$ cat src/rtl/gpr_pkg.sv
package gpr_pkg;
  localparam int unsigned NUM_REGS = 16;
  localparam int unsigned DATA_W   = 16;
  localparam int unsigned SEL_W    = $clog2(NUM_REGS);
endpackage

$ cat src/rtl/gpr_rst_sync.sv
module gpr_rst_sync #(
  parameter int unsigned STAGES = 2
) (
  input  logic clk,
  input  logic rst_n,
  output logic rst_sync_n
);
  logic [STAGES-1:0] chain_q;
  logic [STAGES-1:0] chain_d;

  always_comb begin
    chain_d = {chain_q[STAGES-2:0], 1'b1};
  end

  always_ff @(posedge clk or negedge rst_n) begin
    if (!rst_n) chain_q <= '0;
    else        chain_q <= chain_d;
  end

  assign rst_sync_n = chain_q[STAGES-1];
endmodule

$ cat src/rtl/gpr_wr_decode.sv
module gpr_wr_decode #(
  parameter int unsigned NUM_REGS = gpr_pkg::NUM_REGS,
  localparam int unsigned SEL_W   = $clog2(NUM_REGS)
) (
  input  logic                clk,
  input  logic                rst_n,
  input  logic                wr_en,
  input  logic [SEL_W-1:0]    wr_sel,
  output logic [NUM_REGS-1:0] we_vec
);
  // Slot 0 never receives a strobe: the zero register has no storage.
  assign we_vec[0] = 1'b0;

  for (genvar g = 1; g < NUM_REGS; g++) begin : g_dec
    assign we_vec[g] = wr_en && (wr_sel == SEL_W'(g));
  end

  assert_onehot_R9: assert property (@(posedge clk) disable iff (!rst_n)
    $onehot0(we_vec));

  assert_no_zero_write_R5: assert property (@(posedge clk) disable iff (!rst_n)
    (wr_sel == '0) |-> (we_vec == '0));
endmodule

$ cat src/rtl/gpr_cell.sv
module gpr_cell #(
  parameter int unsigned DATA_W = gpr_pkg::DATA_W
) (
  input  logic              clk,
  input  logic              rst_n,
  input  logic              clr,
  input  logic              we,
  input  logic [DATA_W-1:0] d,
  output logic [DATA_W-1:0] q
);
  logic              load;
  logic [DATA_W-1:0] q_nxt;

  // Clear outranks the write strobe.
  always_comb begin
    load  = clr || we;
    q_nxt = clr ? '0 : d;
  end

  always_ff @(posedge clk or negedge rst_n) begin
    if (!rst_n)    q <= '0;
    else if (load) q <= q_nxt;
  end

  assert_clear_R6: assert property (@(posedge clk) disable iff (!rst_n)
    clr |=> (q == '0));

  assert_clear_wins_R7: assert property (@(posedge clk) disable iff (!rst_n)
    (clr && we) |=> (q == '0));

  assert_load_R2: assert property (@(posedge clk) disable iff (!rst_n)
    (!clr && we) |=> (q == $past(d)));

  assert_hold_R3: assert property (@(posedge clk) disable iff (!rst_n)
    (!clr && !we) |=> $stable(q));
endmodule

$ cat src/rtl/gpr_rd_mux.sv
module gpr_rd_mux #(
  parameter int unsigned NUM_REGS = gpr_pkg::NUM_REGS,
  parameter int unsigned DATA_W   = gpr_pkg::DATA_W,
  localparam int unsigned SEL_W   = $clog2(NUM_REGS)
) (
  input  logic [NUM_REGS-1:0][DATA_W-1:0] regs_i,
  input  logic [SEL_W-1:0]                sel,
  output logic [DATA_W-1:0]               data
);
  always_comb begin
    data = regs_i[sel];
  end
endmodule

$ cat src/rtl/gpr_file.sv
module gpr_file #(
  parameter int unsigned NUM_REGS = gpr_pkg::NUM_REGS,
  parameter int unsigned DATA_W   = gpr_pkg::DATA_W,
  localparam int unsigned SEL_W   = $clog2(NUM_REGS)
) (
  input  logic              clk,
  input  logic              rst_n,
  input  logic              clr,
  input  logic              wr_en,
  input  logic [SEL_W-1:0]  wr_sel,
  input  logic [DATA_W-1:0] wr_data,
  input  logic [SEL_W-1:0]  rd_sel_a,
  output logic [DATA_W-1:0] rd_data_a,
  input  logic [SEL_W-1:0]  rd_sel_b,
  output logic [DATA_W-1:0] rd_data_b
);
  logic                            rst_sync_n;
  logic [NUM_REGS-1:0]             we_vec;
  logic [NUM_REGS-1:0][DATA_W-1:0] regs;

  gpr_rst_sync #(.STAGES(2)) u_rst (
    .clk       (clk),
    .rst_n     (rst_n),
    .rst_sync_n(rst_sync_n)
  );

  gpr_wr_decode #(.NUM_REGS(NUM_REGS)) u_dec (
    .clk   (clk),
    .rst_n (rst_sync_n),
    .wr_en (wr_en),
    .wr_sel(wr_sel),
    .we_vec(we_vec)
  );

  // Entry 0 is a constant; only entries 1..NUM_REGS-1 hold flops.
  assign regs[0] = '0;

  for (genvar g = 1; g < NUM_REGS; g++) begin : g_reg
    gpr_cell #(.DATA_W(DATA_W)) u_cell (
      .clk  (clk),
      .rst_n(rst_sync_n),
      .clr  (clr),
      .we   (we_vec[g]),
      .d    (wr_data),
      .q    (regs[g])
    );
  end

  gpr_rd_mux #(.NUM_REGS(NUM_REGS), .DATA_W(DATA_W)) u_rd_a (
    .regs_i(regs),
    .sel   (rd_sel_a),
    .data  (rd_data_a)
  );

  gpr_rd_mux #(.NUM_REGS(NUM_REGS), .DATA_W(DATA_W)) u_rd_b (
    .regs_i(regs),
    .sel   (rd_sel_b),
    .data  (rd_data_b)
  );

  assert_zero_port_a_R5: assert property (@(posedge clk) disable iff (!rst_sync_n)
    (rd_sel_a == '0) |-> (rd_data_a == '0));

  assert_zero_port_b_R5: assert property (@(posedge clk) disable iff (!rst_sync_n)
    (rd_sel_b == '0) |-> (rd_data_b == '0));

  assert_same_sel_R4: assert property (@(posedge clk) disable iff (!rst_sync_n)
    (rd_sel_a == rd_sel_b) |-> (rd_data_a == rd_data_b));
endmodule

$ cat config.mk
export PLATFORM = sky130hd
export DESIGN_NAME = gpr_file
export DESIGN_NICKNAME = d
export VERILOG_FILES = /design/src/rtl/gpr_pkg.sv /design/src/rtl/gpr_rst_sync.sv /design/src/rtl/gpr_wr_decode.sv /design/src/rtl/gpr_cell.sv /design/src/rtl/gpr_rd_mux.sv /design/src/rtl/gpr_file.sv
export SDC_FILE = /design/constraint.sdc
export NUM_CORES = 1
export LEC_CHECK = 0
export BUFFER_PORTS_ARGS = -buffer_cell sky130_fd_sc_hd__buf_4
export CORE_MARGIN = 5
export CORE_UTILIZATION = 30
export DETAILED_ROUTE_END_ITERATION = 12
export PLACE_DENSITY_LB_ADDON = 0.05
export SLEW_MARGIN = 20
export SYNTH_ARGS = -nofsm -noshare
export SYNTH_HDL_FRONTEND = slang
export SYNTH_SLANG_ARGS = --single-unit
$ cat constraint.sdc
create_clock -name clk -period 20 [get_ports clk]
set_clock_uncertainty 0.05 [all_clocks]
set_input_delay 4 -clock clk [delete_from_list [all_inputs] [get_ports clk]]
set_output_delay 4 -clock clk [all_outputs]
set_load 0.1 [all_outputs]
Yosys cells after proc, flatten, opt, wreduce, memory -nomap -nowiden
Cells that the tools add are included.
Word-level totals
  output and inout port bits: 32
  input port bits: 32
  register bits after elaboration: 242
  logic and storage cells: 68
Cells by class
  eq/ne operators: 15
  $lt $le $gt $ge: 2
  reduce and logical (&&, ||, !) cells: 30
  muxes and demuxes: 5
Operators by type and width (count)
  binary-select mux 16 bit (select 4 bit): 2
  two-way mux 16 bit: 3
  == test 4 bit (second input constant): 8
  == test 4 x 3 -> 1 bit (second input constant): 4
  logical AND 1 bit: 15
  logical OR 1 bit: 15
  less-than comparator 4 x 5 -> 1 bit (second input constant): 2
  == test 4 x 2 -> 1 bit (second input constant): 2
  == test 4 x 1 -> 1 bit (second input constant): 1

Logic depth before layout (Yosys ltp)
Gate-level depths: netlist of run 1.
  depth after elaboration: 3
  gate-level depth with buffers: 7
  gate-level depth less buffers: 4

Hierarchy
From an unflattened synthesis of run 1, not the netlist that was laid out.
Second synthesis, totals
  cell total of the unflattened synthesis: 1082
  area, all modules: 13949.6 µm²
Modules (own cells, without submodules)
  gpr_cell: area an instance 660.6 µm², instances 15, cells each 52
  gpr_rd_mux: area an instance 1933.1 µm², instances 2, cells each 137
  gpr_wr_decode: area an instance 116.4 µm², instances 1, cells each 24
  gpr_rst_sync: area an instance 53.8 µm², instances 1, cells each 3
  gpr_file: area an instance 3.8 µm², instances 1, cells each 1

Least setup slack after synthesis of run 1
OpenSTA, ideal clock, no wires.
  path type: input-to-output
  start point: input rd_sel_b[0]
  end point: output rd_data_b[13]
  slack: 9.037 ns
  buffers on the path: 3
  stages: 6
  data arrival time: 6.913 ns
  cells stage by stage: buf_4 > buf_4 > buf_6 > mux2_2 > o221ai_1 > o21ai_0
On the way
  cells in the longest elaborated chain, start to end: 2
RTL lines
  from (decl): RTL line gpr_file.sv:14  | input logic [SEL_W-1:0] rd_sel_b,
  binary-select mux 16 bit (select 4 bit): RTL line gpr_rd_mux.sv:11  | data = regs_i[sel];
  two-way mux 16 bit (not written as such): RTL line gpr_rd_mux.sv:11
  to (decl): RTL line gpr_file.sv:15  | output logic [DATA_W-1:0] rd_data_b
No other way between the ends. The select of a mux whose other input is x is not followed.

Final worst setup path of run 1
  start point: input rd_sel_b[0]
  end point: output rd_data_b[5]
Same word-level chain as after synthesis.

==> impl_metrics.ini, run 1 <==
[status]
outcome = complete, no violations

[global_routing]
track_usage_pct = 20.7
grt_max_degree = 92
grt_pass1_wl_um = 77400
grt_pass1_vias = 10800
globalRouteOverflowTotal = 0
antenna_found_initial = 0

[route]
drc = 0
wire_per_inst_um = 25.6
wirelength_um = 51900
vias = 11000
drt_iter0_markers = 935
ant_nets = 0
first_pass_iters = 5
via_per_inst = 5.41

[clocking]
clock_path_buffers = 3
clkSinkCount = 242
htree_levels = 2
cts_resized = 0
post_cts_buffers = 0
cts_hold_buf = 0
cts_tree = done
path_clk_slew_ns = 0.06
cts_root_buf = clkbuf_16
clock_latency_ns = 0.54
cts_buffers = 34

[flow_run]
cap_violations = 0

[synth]
syn_area_per_cell_um2 = 9.64
synth_edf_count = 0
ys_ff_latch = 242
synth.distinct_cells = 34
synth-seq-area-share_pct = 44.5
synth_fp_nets = 1443
yosys_warnings = 0
async_reset_ff_share_pct = 100
synth_top_family_by_area = multiplexers
netlist_area_um2 = 13600
synth_cells = 1411
synth_compound_area_share_pct = 13.6
synth_ff_type = dfrtp_1
yosys-mux-area-fraction_pct = 21.4
synth_xor_area_share_pct = 0
yosys.area_share.simple_pct = 16.1
synthAdderAreaFrac_pct = 0

[timing]
worst_slew_pin_slew_ns = 1.12
rsz0062_at_grt = no
setup_tns_ns = 0
fin_crit_ns = 11.19
drv_slew = 0
finalSetupViolCount = 0
min_period_over_period_pct = 55.9
max_slew_margin_pct = 24.9
max_freq_ghz = 0.0894
finalHoldViolCount = 0

[final_layout]
utilization_pct = 34.4
nets = 1440
area_delta_synth_final_pct = 14.2
final_layout_size_suffix_gt1_share_pct = 18.6
diodes = 0

[worst_setup_path]
max_stage_delay_ns = 0.71
cpMostUsedCell = buf_4
critical_path_required_ns = 15.95
r2r-end = g_reg[5].u_cell.q[11]
ff2ff_path_depth = 2
start_kind = input pin
cp_top_family = buffers and inverters
crit_start = rd_sel_b[0]
cp_cell_sequence = buf_4, buf_4, nor2b_1, buf_4, a221o_1, a21oi_1, o211ai_1, buf_4
critPathMaxFanout = 47
cp.arrival_ns = 7.14
cp_num_buf_inv = 4
cp_slowest_cell = buf_4
r2r_slack_ns = 17.48
end_kind = primary output
worstSetupPathType = in -> out
crit-reg2reg-launch = u_rst.chain_q[1]

[worst_hold_path]
whs_endpoint = u_rst.chain_q[1]
hp-start = u_rst.chain_q[0]
hold_depth = 0
hp-class = reg -> reg

[die]
dieHeight_um = 223
die_w_um = 223
rows = 78
core_area_um2 = 45100
die_area_um2 = 49700
start_util_pct = 30.2
ios = 64

[power_and_ir_drop]
power.leakage_nw = 6.22
vdd_drop_max_mv = 0.0470
cellPowerDensity_nw_per_um2 = 79.5

[place]
port_buffers = 63
globalplace.congestion = 0.789
dpl.hpwl_um = 33200
[cell families (layout without fill, tap and decap cells)]
kind of cell	count (synthesis)	after routing
compound gates	322	322
buf+inv	127	144
flops	242	242
mux	162	162
other cells	1	1
simple gates	557	557
[placed cells by master, fill, tap and decap left out, types with 16 or more instances in the layout]
cell       netlist  routed
nand2_1        500     500
a21oi_1        254     254
dfrtp_1        242     241
buf_4           10      84
mux4_2          79      79
mux2_2          44      44
clkbuf_16        0      37
mux2i_1         24      24
a221oi_1        18      18
nor2_1          18      17
a22o_1          16      16
[cell usage after synthesis, drive strengths merged (10+ instances only)]
cell type | count | share of area [%]
clkbuf | 85 | 2.3
buf | 40 | 1.9
mux4 | 94 | 16
mux2i | 24 | 1.8
nor2 | 21 | 0.75
dfrtp | 242 | 45
a221o | 10 | 0.74
o211ai | 10 | 0.55
nand2 | 500 | 14
a221oi | 18 | 1.2
a22o | 16 | 1.0
mux2 | 44 | 3.6
a21oi | 254 | 9.4
nand3 | 15 | 0.55
[sequential cells by signal (all words and copies together) (netlist names)]
name           flops
g.u_cell.q       240
u_rst.chain_q      2
[where the power goes]
group          leakage (nW)  switching (mW)  internal, mW
sequential             3.36         0.00696         0.496
combinational          2.32          0.0994        0.0347
clock                 0.532           0.234         0.364
[worst max-delay path by stage]
stage               slack, ns  depth (start not counted)       endpoint
floorplan                9.04                          6  rd_data_b[13]
global placement         8.88                          8   rd_data_b[5]
detailed placement       8.84                          8   rd_data_b[5]
CTS                      8.84                          8   rd_data_b[5]
global route             8.70                          8   rd_data_b[5]
finish                   8.81                          8   rd_data_b[5]
[metrics by stage]
stage / cells / setup slack [ns] / area (µm²) / hold WS [ns] / power (mW)
6_report: 2028 / 8.81 / 15500 / 0.297 / 1.24
5_1_grt: 2028 / 8.70 / 15500 / 0.318 / 1.28
4_1_cts: 2028 / 8.84 / 15500 / 0.301 / 1.26
3_5_place_dp: 1972 / 8.84 / 14400 / 0.288 / 0.647
3_3_place_gp: 1972 / 8.88 / 14400 / 0.284 / 0.647
2_1_floorplan: 1411 / 9.04 / 13600 / 0.281 / 0.601
[final cells by class]
cell class,instances,area (µm²)
Timing Repair Buffer,86,653
Multi-Input combinational cell,1042,6980
Clock inverter,2,13.8
Inverter,2,7.51
Fill cell,4668,29600
Tap cell,600,751
Sequential cell,242,6060
Clock buffer,54,1070
[per-layer routing]
metal,vias to the layer above,GRT usage (%),share of wire [%]
li1,4959,-,-
met1,5682,31.7,49
met2,269,30.7,45
met3,52,3.21,4.8
met4,0,4.98,1.8
met5,-,0,0
[worst register-to-register path: stages (launching register included)]
cell,delay (ns)
dfrtp_4,0.96
buf_6,0.69
buf_4,0.76
Note: power is estimated with default switching activity, not from simulation.
==> run 2: changes to the inputs <==
==> constraint.sdc (replaced) <==
create_clock -name clk -period 8.95 [get_ports clk]
set_clock_uncertainty 0.05 [all_clocks]
set_input_delay 1.79 -clock clk [delete_from_list [all_inputs] [get_ports clk]]
set_output_delay 1.79 -clock clk [all_outputs]
set_load 0.1 [all_outputs]
==> impl_metrics.ini, run 2 (same netlist as run 1, synthesis figures left out) <==
[status]
outcome = complete, no violations

[clocking]
post_cts_buffers = 0
htree_levels = 1
clock_path_buffers = 3
cts_hold_buf = 0
clkSinkCount = 242
cts_root_buf = clkbuf_16
clock_latency_ns = 0.57
cts_tree = done
cts_resized = 0
cts_buffers = 31
path_clk_slew_ns = 0.06

[worst_setup_path]
critical_path_required_ns = 7.11
end_kind = primary output
critPathMaxFanout = 44
r2r_slack_ns = 7.36
worstSetupPathType = in -> out
start_kind = input pin
endpoint = rd_data_a[14]
cp.arrival_ns = 4.48
crit-reg2reg-launch = u_rst.chain_q[1]
ff2ff_path_depth = 1
r2r-end = g_reg[5].u_cell.q[11]
crit_start = rd_sel_a[1]

[place]
port_buffers = 63
dp_slack_ns = 2.58
globalplace.congestion = 0.806
dpl.hpwl_um = 33700

[timing]
setup_tns_ns = 0
drv_slew = 0
finalHoldViolCount = 0
min_period_over_period_pct = 70.6
max_slew_margin_pct = 27.7
max_freq_ghz = 0.158
finalSetupViolCount = 0
layout_setup_ws_ns = 2.63
fin_crit_ns = 6.32
worst_slew_pin_slew_ns = 1.08
rsz0062_at_grt = no

[global_routing]
track_usage_pct = 20.8
grt_max_degree = 154
globalRouteOverflowTotal = 0
antenna_found_initial = 0
grt_pass1_wl_um = 78300
grt_pass1_vias = 10600

[final_layout]
final_layout_size_suffix_gt1_share_pct = 19.1
top_register = g.u_cell.q
nets = 1440
seq_area_um2 = 6060
reg_top3 = g.u_cell.q x240, u_rst.chain_q x2
nFillCells = 4652
multi_input_comb_area_um2 = 6970
mostFrequentLayoutCells = 500 x nand2_1, 254 x a21oi_1, 241 x dfrtp_1, 87 x buf_4, 79 x mux4_2
diodes = 0
final_common_cell = nand2_1
largest_reg_flops = 240
area_delta_synth_final_pct = 14.7

[route]
dr_wl_met2_um = 23300
ant_nets = 0
drt_iter0_markers = 1060
wirelength_um = 52900
highest-signal-layer = met4
via_per_inst = 5.44
first_pass_iters = 5
vias = 11000
drc = 0
drt-met1-wl_um = 26200
wire_per_inst_um = 26.0
dr_wl_met3_um = 2760

[die]
rows = 78
core_area_um2 = 45100
die_w_um = 223
dieHeight_um = 223
ios = 64
die_area_um2 = 49700
start_util_pct = 30.2

[worst_hold_path]
hp-class = reg -> async

[power_and_ir_drop]
cellPowerDensity_nw_per_um2 = 180
vdd_drop_max_mv = 0.102
power.leakage_nw = 6.26

[flow_run]
cap_violations = 0
[run 2: stage by stage]
stage                     std cells  hold WS [ns]  utilization, %  cell area [µm²]  power, mW
final                          2032         0.201            34.6            15600       2.80
after global routing           2032         0.237            34.6            15600       2.90
after CTS                      2032         0.219            34.6            15600       2.84
after detailed placement       1975         0.214            32.1            14500       1.45
after global placement         1975         0.211            32.1            14500       1.45
after floorplan                1411         0.281               -            13600       1.34
[run 2: per-layer routing]
| metal | track usage [%] | vias to the layer above |
|---|---|---|
| li1 | - | 4975 |
| met1 | 32.9 | 5723 |
| met2 | 30.9 | 305 |
| met3 | 2.74 | 41 |
| met4 | 3.30 | 0 |
| met5 | 0 | - |
[run 2: how the worst min path moves through the flow]
stage          depth (start not counted)  slack (ns)        startpoint                    end
5_1_grt                                0        0.24  u_rst.chain_q[1]  g_reg[11].u_cell.q[4]
4_1_cts                                0        0.22  u_rst.chain_q[1]  g_reg[13].u_cell.q[0]
2_1_floorplan                          0        0.28  u_rst.chain_q[0]       u_rst.chain_q[1]
3_5_place_dp                           0        0.21  u_rst.chain_q[1]  g_reg[14].u_cell.q[0]
3_3_place_gp                           0        0.21  u_rst.chain_q[1]  g_reg[14].u_cell.q[0]
6_report                               0        0.20  u_rst.chain_q[1]   g_reg[8].u_cell.q[4]
[run 2: final cells by class]
cell class / instances / share of cell area, %
Multi-Input combinational cell: 1042 / 44.7
Sequential cell: 242 / 38.8
Clock buffer: 45 / 6.02
Tap cell: 600 / 4.81
Timing Repair Buffer: 89 / 4.39
Clock inverter: 12 / 1.19
Inverter: 2 / 0.0481
[run 2: power by group]
part,switching [mW],internal (mW),leakage (nW)
Sequential,0.0141,1.11,3.36
Combinational,0.223,0.0782,2.34
Clock,0.516,0.863,0.563
Total,0.753,2.05,6.26
[run 2: worst max-delay path: stages]
cell,delay (ns)
buf_4,0.52
buf_4,0.47
and2b_1,0.74
a22o_1,0.28
mux4_2,0.28
buf_4,0.30
==> run 3: changes to the inputs <==
==> constraint.sdc (replaced) <==
create_clock -name clk -period 6.1 [get_ports clk]
set_clock_uncertainty 0.05 [all_clocks]
set_input_delay 1.22 -clock clk [delete_from_list [all_inputs] [get_ports clk]]
set_output_delay 1.22 -clock clk [all_outputs]
set_load 0.1 [all_outputs]
==> impl_metrics.ini, run 3 (same netlist as run 1, synthesis figures left out) <==
[status]
outcome = complete, no violations

[die]
die_w_um = 223
rows = 78
ios = 64
core_area_um2 = 45100
die_area_um2 = 49700
dieHeight_um = 223
start_util_pct = 30.2

[clocking]
clock_path_buffers = 3
clock_latency_ns = 0.54
cts_resized = 0
cts_root_buf = clkbuf_16
path_clk_slew_ns = 0.06
clkSinkCount = 242
post_cts_buffers = 0
cts_buffers = 34
cts_hold_buf = 0
cts_tree = done
htree_levels = 2

[route]
wirelength_um = 52300
via_per_inst = 5.42
ant_nets = 0
vias = 11000
wire_per_inst_um = 25.7
first_pass_iters = 5
drc = 0
drt_iter0_markers = 1100

[global_routing]
grt_pass1_wl_um = 78000
grt_pass1_vias = 10700
track_usage_pct = 20.8
grt_max_degree = 145
globalRouteOverflowTotal = 0
antenna_found_initial = 0

[worst_setup_path]
critical_path_required_ns = 4.83
start_kind = input pin
cpMostUsedCell = buf_4
cp_slowest_cell = a221oi_1
worstSetupPathType = in -> out
cp_cell_sequence = buf_4, nor2b_1, buf_4, a221oi_1, a21oi_1, o211ai_1, buf_4
cp.arrival_ns = 3.61
max_stage_delay_ns = 0.60
critPathMaxFanout = 35
end_kind = primary output

[final_layout]
final_layout_size_suffix_gt1_share_pct = 19.0
nets = 1445
top_register = g.u_cell.q
largest_reg_flops = 240
diodes = 0
area_delta_synth_final_pct = 15.0
final_common_cell = nand2_1
mostFrequentLayoutCells = 500 x nand2_1, 254 x a21oi_1, 241 x dfrtp_1, 85 x buf_4, 79 x mux4_2
reg_top3 = g.u_cell.q x240, u_rst.chain_q x2

[timing]
finalSetupViolCount = 0
finalHoldViolCount = 0
max_freq_ghz = 0.205
worst_slew_pin_slew_ns = 1.08
fin_crit_ns = 4.88
rsz0062_at_grt = no
drv_slew = 0
min_period_over_period_pct = 79.9
max_slew_margin_pct = 27.5
layout_setup_ws_ns = 1.22
setup_tns_ns = 0

[place]
port_buffers = 63
globalplace.congestion = 0.832
dp_slack_ns = 1.23
dpl.hpwl_um = 34100

[power_and_ir_drop]
power.leakage_nw = 6.27
vdd_drop_max_mv = 0.127
cellPowerDensity_nw_per_um2 = 259

[flow_run]
cap_violations = 0

[worst_hold_path]
hp-class = reg -> reg
run 3: changes by cell type in the layout (fill, tap and decap cells not counted), moves of 2 or more:
| cell | before | now |
|---|---|---|
| clkbuf_16 | 31 | 37 |
| clkbuf_1 | 3 | 10 |
| buf_4 | 87 | 85 |
| bufinv_16 | 5 | 0 |
| buf_12 | 1 | 4 |
| clkbuf_8 | 11 | 7 |
| clkinv_2 | 7 | 3 |
run 3: power by group:
part / total, mW / switching [mW] / internal (mW)
Combinational: 0.447 / 0.327 / 0.120
Sequential: 1.65 / 0.0237 / 1.63
Clock: 1.95 / 0.761 / 1.19
run 3: per-stage QoR:
step / utilization (%) / hold WS (ns) / cells / power, mW / instance area [µm²]
2_1_floorplan: - / 0.281 / 1411 / 1.97 / 13600
3_3_place_gp: 32.2 / 0.284 / 1976 / 2.13 / 14500
3_5_place_dp: 32.3 / 0.288 / 1977 / 2.13 / 14600
4_1_cts: 34.7 / 0.301 / 2035 / 4.11 / 15600
5_1_grt: 34.7 / 0.307 / 2035 / 4.19 / 15600
6_report: 34.7 / 0.298 / 2035 / 4.04 / 15600
run 3: worst paths after layout:
check                           slack, ns              from  depth (start not counted)                    end
min in group asynchronous            0.31  u_rst.chain_q[1]                          0  g_reg[10].u_cell.q[2]
worst max-delay path                 1.22       rd_sel_b[2]                          7           rd_data_b[9]
max in group asynchronous            4.38  u_rst.chain_q[1]                          1   g_reg[4].u_cell.q[6]
worst min register to register       0.30  u_rst.chain_q[0]                          0       u_rst.chain_q[1]
worst min-delay path                 0.30  u_rst.chain_q[0]                          0       u_rst.chain_q[1]
worst max register to register       4.38  u_rst.chain_q[1]                          1   g_reg[4].u_cell.q[6]
run 3: critical path: cells and delay by family:
kind | cells | cell delay, ns
buffers and inverters | 3 | 1.03
AO/OA/AOI/OAI | 3 | 0.98
AND/OR/NAND/NOR | 1 | 0.32
run 3: layout make-up:
type                            instances  area (µm²)
Inverter                                2        7.51
Clock inverter                          4        23.8
Fill cell                            4613       29500
Timing Repair Buffer                   91         757
Sequential cell                       242        6060
Multi-Input combinational cell       1042        6980
Tap cell                              600         751
Clock buffer                           54        1060
run 3: per-layer routing:
layer  up-vias  wire [µm]  GRT usage [%]
met5         -          0              0
met4         0        744           4.57
met3        45       3100           3.91
met2       332      22700           29.9
met1      5674      25800           32.6
li1       4982          -              -
